<file path="src/rtl/wdt_pkg.sv">
package wdt_pkg;

    localparam int unsigned DATA_W     = 32;
    localparam int unsigned REG_ADDR_W = 4;
    localparam int unsigned SCALE_W    = 2;
    localparam int unsigned PHASE_W    = 5;
    localparam int unsigned MODE_W     = 2;
    localparam int unsigned NUM_TGT    = 3;

    localparam logic [REG_ADDR_W-1:0] OFS_KICK = 4'h0;
    localparam logic [REG_ADDR_W-1:0] OFS_STAT = 4'h4;
    localparam logic [REG_ADDR_W-1:0] OFS_CTRL = 4'h8;

    localparam int unsigned KICK_BIT    = 31;
    localparam int unsigned STAT_F1_BIT = 31;
    localparam int unsigned STAT_F2_BIT = 30;
    localparam int unsigned CTL_EN_BIT  = 31;
    localparam int unsigned CTL_PS_LSB  = 29;
    localparam int unsigned CTL_F1_LSB  = 22;
    localparam int unsigned CTL_F2_LSB  = 15;
    localparam int unsigned CTL_MD_LSB  = 0;

    typedef enum logic [1:0] {
        PH_IDLE   = 2'd0,
        PH_FIRST  = 2'd1,
        PH_SECOND = 2'd2
    } phase_e;

    typedef enum logic [MODE_W-1:0] {
        RM_CHIP = 2'd0,
        RM_CPU  = 2'd1,
        RM_SOFT = 2'd2,
        RM_NONE = 2'd3
    } rmode_e;

    typedef struct packed {
        logic [SCALE_W-1:0] scale;
        logic [PHASE_W-1:0] len1;
        logic [PHASE_W-1:0] len2;
        rmode_e             mode;
    } cfg_t;

endpackage

</file>
<file path="src/rtl/wdt_prescaler.sv">
module wdt_prescaler #(
    parameter int unsigned BASE_LOG2 = 25,
    parameter int unsigned SCALE_W   = 2
) (
    input  logic               clk_i,
    input  logic               rst_ni,
    input  logic               run_i,
    input  logic               clear_i,
    input  logic [SCALE_W-1:0] scale_i,
    output logic               tick_o
);
    localparam int unsigned MAX_SHIFT = BASE_LOG2 + (1 << SCALE_W) - 1;
    localparam int unsigned CNT_W     = MAX_SHIFT + 1;

    logic [CNT_W-1:0] cnt_d, cnt_q;
    logic [CNT_W-1:0] last_val;

    always_comb begin
        last_val = (CNT_W'(1) << (BASE_LOG2 + 32'(scale_i))) - CNT_W'(1);
        tick_o   = run_i && (cnt_q >= last_val);
        if (!run_i || clear_i || tick_o) begin
            cnt_d = '0;
        end else begin
            cnt_d = cnt_q + CNT_W'(1);
        end
    end

    always_ff @(posedge clk_i or negedge rst_ni) begin
        if (!rst_ni) begin
            cnt_q <= '0;
        end else begin
            cnt_q <= cnt_d;
        end
    end

endmodule

</file>
<file path="src/rtl/wdt_tick_counter.sv">
module wdt_tick_counter #(
    parameter int unsigned CNT_W = 5
) (
    input  logic             clk_i,
    input  logic             rst_ni,
    input  logic             run_i,
    input  logic             clear_i,
    input  logic             tick_i,
    input  logic [CNT_W-1:0] limit_i,
    output logic             expire_o
);
    logic [CNT_W-1:0] cnt_d, cnt_q;

    always_comb begin
        expire_o = run_i && tick_i && (cnt_q >= limit_i);
        cnt_d    = cnt_q;
        if (!run_i || clear_i || expire_o) begin
            cnt_d = '0;
        end else if (tick_i) begin
            cnt_d = cnt_q + CNT_W'(1);
        end
    end

    always_ff @(posedge clk_i or negedge rst_ni) begin
        if (!rst_ni) begin
            cnt_q <= '0;
        end else begin
            cnt_q <= cnt_d;
        end
    end

endmodule

</file>
<file path="src/rtl/wdt_reset_pulse.sv">
module wdt_reset_pulse
    import wdt_pkg::*;
(
    input  logic               clk_i,
    input  logic               rst_ni,
    input  logic               fire_i,
    input  rmode_e             mode_i,
    output logic [NUM_TGT-1:0] pulse_o
);
    logic [NUM_TGT-1:0] pulse_d, pulse_q;

    for (genvar g = 0; g < NUM_TGT; g++) begin : g_tgt
        always_comb begin
            pulse_d[g] = fire_i && (mode_i == rmode_e'(g));
        end
    end

    always_ff @(posedge clk_i or negedge rst_ni) begin
        if (!rst_ni) begin
            pulse_q <= '0;
        end else begin
            pulse_q <= pulse_d;
        end
    end

    assign pulse_o = pulse_q;

endmodule

</file>
<file path="src/rtl/wdt_two_phase.sv">
module wdt_two_phase
    import wdt_pkg::*;
#(
    parameter int unsigned BASE_LOG2 = 25
) (
    input  logic                  clk_i,
    input  logic                  rst_ni,
    input  logic                  bus_we_i,
    input  logic [REG_ADDR_W-1:0] bus_addr_i,
    input  logic [DATA_W-1:0]     bus_wdata_i,
    output logic [DATA_W-1:0]     bus_rdata_o,
    output logic                  irq_pre_o,
    output logic                  rst_chip_o,
    output logic                  rst_cpu_o,
    output logic                  rst_soft_o
);
    typedef struct packed {
        phase_e phase;
        cfg_t   cfg;
        logic   flag1;
        logic   flag2;
    } state_t;

    localparam cfg_t   CFG_RST   = '{scale: '0, len1: '0, len2: '0, mode: RM_CPU};
    localparam state_t STATE_RST = '{phase: PH_IDLE, cfg: CFG_RST, flag1: 1'b0, flag2: 1'b0};

    state_t st_d, st_q;

    logic               hit_kick, wr_stat, wr_ctrl, wr_en;
    logic               running, in_first, cnt_clear;
    logic               tick, ph_expire, fire;
    logic [PHASE_W-1:0] limit;
    logic [NUM_TGT-1:0] pulse;
    phase_e             phase_q;
    logic               flag2_q;
    logic               unused_wdata;

    assign unused_wdata = ^bus_wdata_i;

    // Bus decode
    always_comb begin
        hit_kick  = bus_we_i && (bus_addr_i == OFS_KICK) && bus_wdata_i[KICK_BIT];
        wr_stat   = bus_we_i && (bus_addr_i == OFS_STAT);
        wr_ctrl   = bus_we_i && (bus_addr_i == OFS_CTRL);
        wr_en     = bus_wdata_i[CTL_EN_BIT];
        running   = (st_q.phase != PH_IDLE);
        in_first  = (st_q.phase == PH_FIRST);
        cnt_clear = in_first && (hit_kick || (wr_ctrl && !wr_en));
        limit     = (st_q.phase == PH_SECOND) ? st_q.cfg.len2 : st_q.cfg.len1;
    end

    wdt_prescaler #(
        .BASE_LOG2 (BASE_LOG2),
        .SCALE_W   (SCALE_W)
    ) u_presc (
        .clk_i   (clk_i),
        .rst_ni  (rst_ni),
        .run_i   (running),
        .clear_i (cnt_clear),
        .scale_i (st_q.cfg.scale),
        .tick_o  (tick)
    );

    wdt_tick_counter #(
        .CNT_W (PHASE_W)
    ) u_ticks (
        .clk_i    (clk_i),
        .rst_ni   (rst_ni),
        .run_i    (running),
        .clear_i  (cnt_clear),
        .tick_i   (tick),
        .limit_i  (limit),
        .expire_o (ph_expire)
    );

    // Next-state logic
    always_comb begin
        st_d = st_q;
        fire = 1'b0;

        if (wr_ctrl) begin
            st_d.cfg.scale = bus_wdata_i[CTL_PS_LSB +: SCALE_W];
            st_d.cfg.len1  = bus_wdata_i[CTL_F1_LSB +: PHASE_W];
            st_d.cfg.len2  = bus_wdata_i[CTL_F2_LSB +: PHASE_W];
            st_d.cfg.mode  = rmode_e'(bus_wdata_i[CTL_MD_LSB +: MODE_W]);
        end

        if (wr_stat && bus_wdata_i[STAT_F1_BIT]) begin
            st_d.flag1 = 1'b0;
        end
        if (wr_stat && bus_wdata_i[STAT_F2_BIT]) begin
            st_d.flag2 = 1'b0;
        end

        unique case (st_q.phase)
            PH_IDLE: begin
                if (wr_ctrl && wr_en) begin
                    st_d.phase = PH_FIRST;
                end
            end
            PH_FIRST: begin
                if (wr_ctrl && !wr_en) begin
                    st_d.phase = PH_IDLE;
                end else if (!hit_kick && ph_expire) begin
                    st_d.phase = PH_SECOND;
                    st_d.flag1 = 1'b1;
                end
            end
            PH_SECOND: begin
                if (ph_expire) begin
                    st_d.phase = PH_IDLE;
                    st_d.flag2 = 1'b1;
                    fire       = 1'b1;
                end
            end
            default: begin
                st_d.phase = PH_IDLE;
            end
        endcase
    end

    always_ff @(posedge clk_i or negedge rst_ni) begin
        if (!rst_ni) begin
            st_q <= STATE_RST;
        end else begin
            st_q <= st_d;
        end
    end

    wdt_reset_pulse u_pulse (
        .clk_i   (clk_i),
        .rst_ni  (rst_ni),
        .fire_i  (fire),
        .mode_i  (st_q.cfg.mode),
        .pulse_o (pulse)
    );

    // Read mux
    always_comb begin
        bus_rdata_o = '0;
        unique case (bus_addr_i)
            OFS_CTRL: begin
                bus_rdata_o[CTL_EN_BIT]              = running;
                bus_rdata_o[CTL_PS_LSB +: SCALE_W]   = st_q.cfg.scale;
                bus_rdata_o[CTL_F1_LSB +: PHASE_W]   = st_q.cfg.len1;
                bus_rdata_o[CTL_F2_LSB +: PHASE_W]   = st_q.cfg.len2;
                bus_rdata_o[CTL_MD_LSB +: MODE_W]    = st_q.cfg.mode;
            end
            OFS_STAT: begin
                bus_rdata_o[STAT_F1_BIT] = st_q.flag1;
                bus_rdata_o[STAT_F2_BIT] = st_q.flag2;
            end
            default: begin
                bus_rdata_o = '0;
            end
        endcase
    end

    assign phase_q    = st_q.phase;
    assign flag2_q    = st_q.flag2;
    assign irq_pre_o  = st_q.flag1;
    assign rst_chip_o = pulse[RM_CHIP];
    assign rst_cpu_o  = pulse[RM_CPU];
    assign rst_soft_o = pulse[RM_SOFT];

endmodule

</file>
<file path="config.mk">
export PLATFORM = sky130hd
export DESIGN_NAME = wdt_two_phase
export DESIGN_NICKNAME = d
export VERILOG_FILES = /design/src/rtl/wdt_pkg.sv /design/src/rtl/wdt_prescaler.sv /design/src/rtl/wdt_tick_counter.sv /design/src/rtl/wdt_reset_pulse.sv /design/src/rtl/wdt_two_phase.sv
export SDC_FILE = /design/constraint.sdc
export NUM_CORES = 1
export LEC_CHECK = 0
export BUFFER_PORTS_ARGS = -buffer_cell sky130_fd_sc_hd__buf_2
export CAP_MARGIN = 20
export CORE_AREA = 5 5 62 106
export CTS_BUF_LIST = sky130_fd_sc_hd__clkbuf_2 sky130_fd_sc_hd__clkbuf_4 sky130_fd_sc_hd__clkbuf_8
export DETAILED_ROUTE_END_ITERATION = 16
export DIE_AREA = 0 0 67 111
export PLACE_DENSITY = 0.86
export SYNTH_ARGS = -nofsm -noshare
export SYNTH_HDL_FRONTEND = slang
export SYNTH_HIERARCHICAL = 1
export SYNTH_SLANG_ARGS = --single-unit
</file>
<file path="constraint.sdc">
create_clock -name clk_i -period 4 [get_ports clk_i]
set_input_delay 0.4 -clock clk_i [delete_from_list [all_inputs] [get_ports clk_i]]
set_output_delay 0.4 -clock clk_i [all_outputs]
set_load 0.005 [all_outputs]
</file>
==> flow_summary.yaml, run 1 <==
synth:
  ys.flop_type: "dfrtp_1"
  ys_types: 52
  synthArstFlopShare_pct: 100
  synth.area.top_cells: "dfrtp_1 41%, mux2_2 6.9%, ha_1 4.6%"
  yosys.area.top_type: "dfrtp_1"
  synth_area_per_cell_sq_um: 10.0
  synth_top_area_share_pct: 41.2
  synth-seq-cells: 55
  synth.cell_area_sq_um: 3280
  yosysSeqAreaShare_pct: 42.0
  yosys_warnings: 6
  syn_inst: 328
  synth-edff-count: 0
floorplanning:
  fp.dieH_um: 111
  start_util_pct: 59.2
  die_area_sq_um: 7440
  fp.dieW_um: 67
  ios: 75
  core_sq_um: 5540
  num_rows: 36
layout:
  fillers: 475
  multi_input_area_sq_um: 1720
  instances_no_fill: 441
  syn2layout_area_growth_pct: 7.97
  layout-drive-gt1-share_pct: 23.0
  insertedDiodeCount: 0
  num-nets-final: 415
  seq_area_sq_um: 1380
detailed_routing:
  wl_per_cell_um: 14.7
  dr.pass1.iters: 4
  drt_iter0_drc: 141
  final_antenna_net_count: 0
  drcViolationCount: 0
  viasPerCell: 5.56
  wirelength_um: 6490
  num_vias: 2451
global_routing:
  grt_pass1_vias: 2597
  grt_pass1_wl_um: 11400
  antenna_found_initial: 0
  grt.total_usage_pct: 19.4
  grt-ovfl-total: 0
  grt_max_degree: 56
clock_network:
  tritoncts: "built"
  cts.sinks: 55
  cts_max_level: 2
  cts_setup_buffers: 0
  clock_insertion_delay_worst_skew_ns: 0.32
  clk_pin_slew_worst_paths_ns: 0.10
  root_buffer: "clkbuf_8"
  ctsResizeCount: 0
  cts_made_buffers: 5
  cts.path.max_buffers: 2
  hold_buffers: 0
sta:
  post-route-min-period_ns: 3.15
  max_freq_mhz: 317
  setup_tns_ns: 0
  report.final.slew_viol_count: 0
  rsz0062_at_grt: "false"
  min_period_over_period_pct: 78.8
  hold_violations: 0
  worst_pin_slew_ns: 0.770
  fin_worst_skew_ns: 0.00837
  slew_headroom_pct: 48.5
  setup-violations-final: 0
setup_path:
  crit_type: "reg -> reg"
  max_stage_delay_ns: 0.58
  cp.buffers_inverters: 1
  cp_max_fo: 6
  worstPathArrival_ns: 3.40
  crit_path_frequent_cell: "and3_1"
  cp_top_family: "simple AND/OR/NAND/NOR gates"
  crit_path_start_kind: "flip-flop"
  slowest_stage: "or4_1"
  crit_chain: "ha_1 > and3_1 > a22oi_1 > or4_1 > a21boi_0 > and3_1 > inv_1 > nor2_1 > nor3b_2"
  critPathCaptureType: "flip-flop"
  cp.required_ns: 4.25
pwr:
  fin_total_pwr_mw: 1.24
  power_density_nw_per_um2: 349
  ir_worst_vdd_uv: 311
  p_leak_nw: 1.75
worst_hold_path:
  hold_path_class: "in -> async"
place:
  gp_congestion: 0.822
  io_buffers: 40
  dpl.cell_count: 433
  detailed_place_hpwl_um: 4920
outcome:
  run_status: "complete, no violations"
flow_run:
  drv_cap: 0
## synthesized netlist by cell type, types with 2 or more instances
cell,instances
nand2b_1,4
dfrtp_1,54
xnor2_1,14
nor2b_1,4
clkbuf_1,7
and3_1,16
nand2_1,18
and3b_1,3
inv_1,13
buf_4,17
o2111ai_1,4
conb_1,3
a22oi_1,3
nor3_1,7
nor2_1,38
a21oi_1,5
nand3_1,17
or2_2,2
o211ai_1,4
nand4_1,8
ha_1,12
xor2_1,14
buf_6,3
a21o_1,2
and4_1,7
and2b_2,2
mux2_2,20
nor4_1,3
## final timing paths
kind | endpoint | slack (ns) | start | cells past startpoint
setup / recovery | u_pulse/pulse_o[0] | 0.85 | u_presc/cnt_q[0] | 9
hold / removal | u_presc/cnt_q[12] | 0.20 | rst_ni | 2
setup reg to reg | u_pulse/pulse_o[0] | 0.85 | u_presc/cnt_q[0] | 9
hold reg to reg | u_presc/cnt_q[0] | 0.49 | u_presc/cnt_q[0] | 1
max in group asynchronous | u_presc/cnt_q[23] | 3.35 | rst_ni | 2
min in group clk_i | st_q[6] | 0.31 | bus_wdata_i[17] | 2
## power breakdown
part / leakage, nW / switching (mW) / internal [mW]
logic: 0.976 / 0.124 / 0.109
registers: 0.725 / 0.0643 / 0.624
clock network: 0.0485 / 0.190 / 0.126
## logic make-up (layout without fill, tap and decap cells)
logic type                 Yosys count  after routing  synth area share (%)
other                                3             19                 0.343
and+or+nand+nor                    140            140                  24.3
buffers and inverters               41             62                  7.36
adders and majority gates           12             12                  4.58
AOI/OAI and AO/OA                   28             28                  6.83
muxes                               21             21                  7.17
xor gates and xnor gates            28             28                  7.48
DFF                                 55             55                  42.0
## area by class of cell
class | instances | share of cell area [%]
tap | 76 | 2.68
timing repair buffer | 41 | 5.86
multi-input combinational | 248 | 48.6
clock inverter | 3 | 0.636
clock buffer | 5 | 1.94
inverter | 13 | 1.38
sequential | 55 | 38.9
## layout by cell type (no fill, tap or decap), types with 2 or more instances in the layout
cell type,Yosys,routed
ha_1,12,12
buf_2,1,40
nand4_1,8,8
conb_1,3,19
nor2_1,38,38
and3_1,16,16
nand3_1,17,17
nor3_1,7,7
and4_1,7,7
or2_2,2,2
o2111ai_1,4,4
nor4_1,3,3
o211ai_1,4,4
nor2b_1,4,4
and2b_2,2,2
xor2_1,14,14
inv_1,13,13
and3b_1,3,3
nand2b_1,4,4
a21o_1,2,2
dfrtp_1,54,54
clkbuf_8,0,5
xnor2_1,14,14
a21oi_1,5,5
a22oi_1,3,3
nand2_1,18,18
mux2_2,20,20
## metal layers
layer	up-vias	global-route usage (%)	part of all wire (%)
met3	23	3.85	3.6
met2	61	34.4	55
met1	1182	20.6	38
met4	0	10.2	3.5
met5	-	0	0
li1	1185	-	-
## sequential cells by signal, summed over array words and instances, names as in the netlist
name / cells
flag2_q: 1
irq_pre_o: 1
phase_q: 2
st_q: 14
u_presc/cnt_q: 29
u_pulse/pulse_o: 3
u_ticks/cnt_q: 5
## through the flow
stage	instance area (sq um)	utilization, %	worst slack (ns)	hold slack (ns)
final	3540	63.9	0.847	0.202
after global routing	3540	63.9	0.615	0.249
after CTS	3540	63.9	0.847	0.229
after detailed placement	3450	62.3	0.891	0.471
after global placement	3450	62.3	0.939	0.464
after floorplan	3340	-	1.33	0.104
No activity file was read; power rests on OpenSTA's default activity.
==> run 2, diff against run 1 <==
Settings changed: CORE_AREA 5 5 62 106 to 5 5 64 110, DIE_AREA 0 0 67 111 to 0 0 69 115, PLACE_DENSITY 0.86 to 0.8.
Clock period 4 ns to 3.2 ns, I/O delays scaled along.
==> flow_summary.yaml, run 2 (same netlist as run 1, synthesis figures left out) <==
setup_path:
  ff2ff_setup_slack_ns: 0.23
  cp_max_fo: 8
  endpoint: "irq_pre_o"
  critPathCaptureType: "flip-flop"
  critical_path.startpoint: "phase_q[0]"
  cp.required_ns: 3.39
  r2r_end: "irq_pre_o"
  r2r.worst_path.cells: 11
  crit_type: "reg -> reg"
  crit_path_start_kind: "flip-flop"
  worstPathArrival_ns: 3.16
  reg2reg_from: "phase_q[0]"
floorplanning:
  num_rows: 38
  start_util_pct: 53.9
  fp.dieW_um: 69
  die_area_sq_um: 7940
  ios: 75
  fp.dieH_um: 115
  core_sq_um: 6090
sta:
  setup-violations-final: 0
  whs_ns: 0.0722
  max_freq_mhz: 336
  worst_pin_slew_ns: 0.747
  post-route-min-period_ns: 2.97
  setup_tns_ns: 0
  slew_headroom_pct: 50.2
  hold_violations: 0
  min_period_over_period_pct: 92.9
  fin_worst_skew_ns: 0.00968
  setup_ws_ns: 0.228
  rsz0062_at_grt: "false"
  report.final.slew_viol_count: 0
worst_hold_path:
  hold_path_class: "in -> async"
layout:
  instances_no_fill: 449
  largestRegisters: "u_presc/cnt_q (29), st_q (14), u_ticks/cnt_q (5)"
  final_common_cell: "dfrtp_1"
  num-nets-final: 419
  syn2layout_area_growth_pct: 9.27
  layout-drive-gt1-share_pct: 23.8
  regMostFlops: "u_presc/cnt_q"
  largest_register_ffs: 29
  insertedDiodeCount: 0
  mostFrequentLayoutCells: "54 x dfrtp_1, 40 x buf_2, 38 x nor2_1"
clock_network:
  cts.path.max_buffers: 2
  clk_pin_slew_worst_paths_ns: 0.10
  cts_setup_buffers: 0
  clock_insertion_delay_worst_skew_ns: 0.30
  tritoncts: "built"
  cts.sinks: 55
  cts_made_buffers: 5
  ctsResizeCount: 0
  root_buffer: "clkbuf_8"
  hold_buffers: 0
  cts_max_level: 2
pwr:
  switching_share_pct: 29.1
  fin_total_pwr_mw: 1.56
  power.internal_mw: 1.11
  seq_power_share_pct: 54.9
  p_sw_mw: 0.456
  comb_power_share_pct: 18.9
  ir_worst_vdd_uv: 271
  power_density_nw_per_um2: 436
  p_leak_nw: 1.78
  p_clk_share_pct: 26.2
place:
  detailed_place_hpwl_um: 5010
  post-place-ws_ns: 0.257
  gp_congestion: 0.829
  io_buffers: 40
  dpl.cell_count: 441
detailed_routing:
  wl_per_cell_um: 14.7
  dr.pass1.iters: 5
  final_antenna_net_count: 0
  drcViolationCount: 0
  wirelength_um: 6590
  drt_iter0_drc: 107
  num_vias: 2445
  viasPerCell: 5.45
global_routing:
  grt_pass1_wl_um: 11300
  grt_pass1_vias: 2579
  antenna_found_initial: 0
  grt-ovfl-total: 0
  grt.total_usage_pct: 17.0
  grt_max_degree: 35
flow_run:
  drv_cap: 0
outcome:
  run_status: "complete, no violations"
## run 2: cell count changes in the layout (fill, tap and decap cells not counted), sizes merged
cell | before | now
clkinv | 2 | 1
clkbuf | 5 | 7
inv | 14 | 13
buf | 41 | 45
## run 2: critical path, cell delays in order (launching register included)
cell and delay, ns:
dfrtp_1 0.45, nand2b_1 0.32, mux2_2 0.37, inv_1 0.08, ha_1 0.28, a21o_1 0.21
a31oi_4 0.25, o21ai_1 0.15, and3_1 0.24, nand3b_1 0.15, o21bai_1 0.08, a221o_1 0.30
## run 2: final cells by class
type	count	area, sq um
Inverter	13	48.8
Sequential cell	55	1380
Tap cell	80	100
Multi-Input combinational cell	248	1720
Fill cell	567	2500
Clock inverter	1	8.76
Clock buffer	7	90.1
Timing Repair Buffer	45	238
## run 2: layer usage
layer  part of all wire [%]  vias up  GRT usage, %  routed length (um)
met5                      0        -             0                   0
met4                    3.2        0          7.95                 214
met3                    3.6       20          3.41                 240
met2                     55       55          31.8                3620
met1                     38     1191          18.1                2520
li1                       -     1179             -                   -
## run 2: power by group through the flow
| stage | clock network, mW | logic (mW) | registers (mW) |
|---|---|---|---|
| after global routing | 0.450 | 0.341 | 0.872 |
| after global placement | 0 | 0.287 | 0.867 |
| after detailed placement | 0 | 0.295 | 0.871 |
| after floorplan | 0 | 0.238 | 0.848 |
| final | 0.411 | 0.295 | 0.859 |
| after CTS | 0.424 | 0.299 | 0.858 |
## run 2: how the worst min path moves through the flow
stage | end | cells past startpoint
floorplan | flag2_q | 0
global placement | u_presc/cnt_q[6] | 1
detailed placement | u_presc/cnt_q[6] | 1
CTS | u_presc/cnt_q[15] | 1
global route | u_presc/cnt_q[10] | 1
finish | u_presc/cnt_q[15] | 1
## run 2: per-stage QoR
step	utilization, %	instance area, sq um
2_1_floorplan	-	3340
3_3_place_gp	57.3	3490
3_5_place_dp	57.3	3490
4_1_cts	58.9	3580
5_1_grt	58.9	3580
6_report	58.9	3580
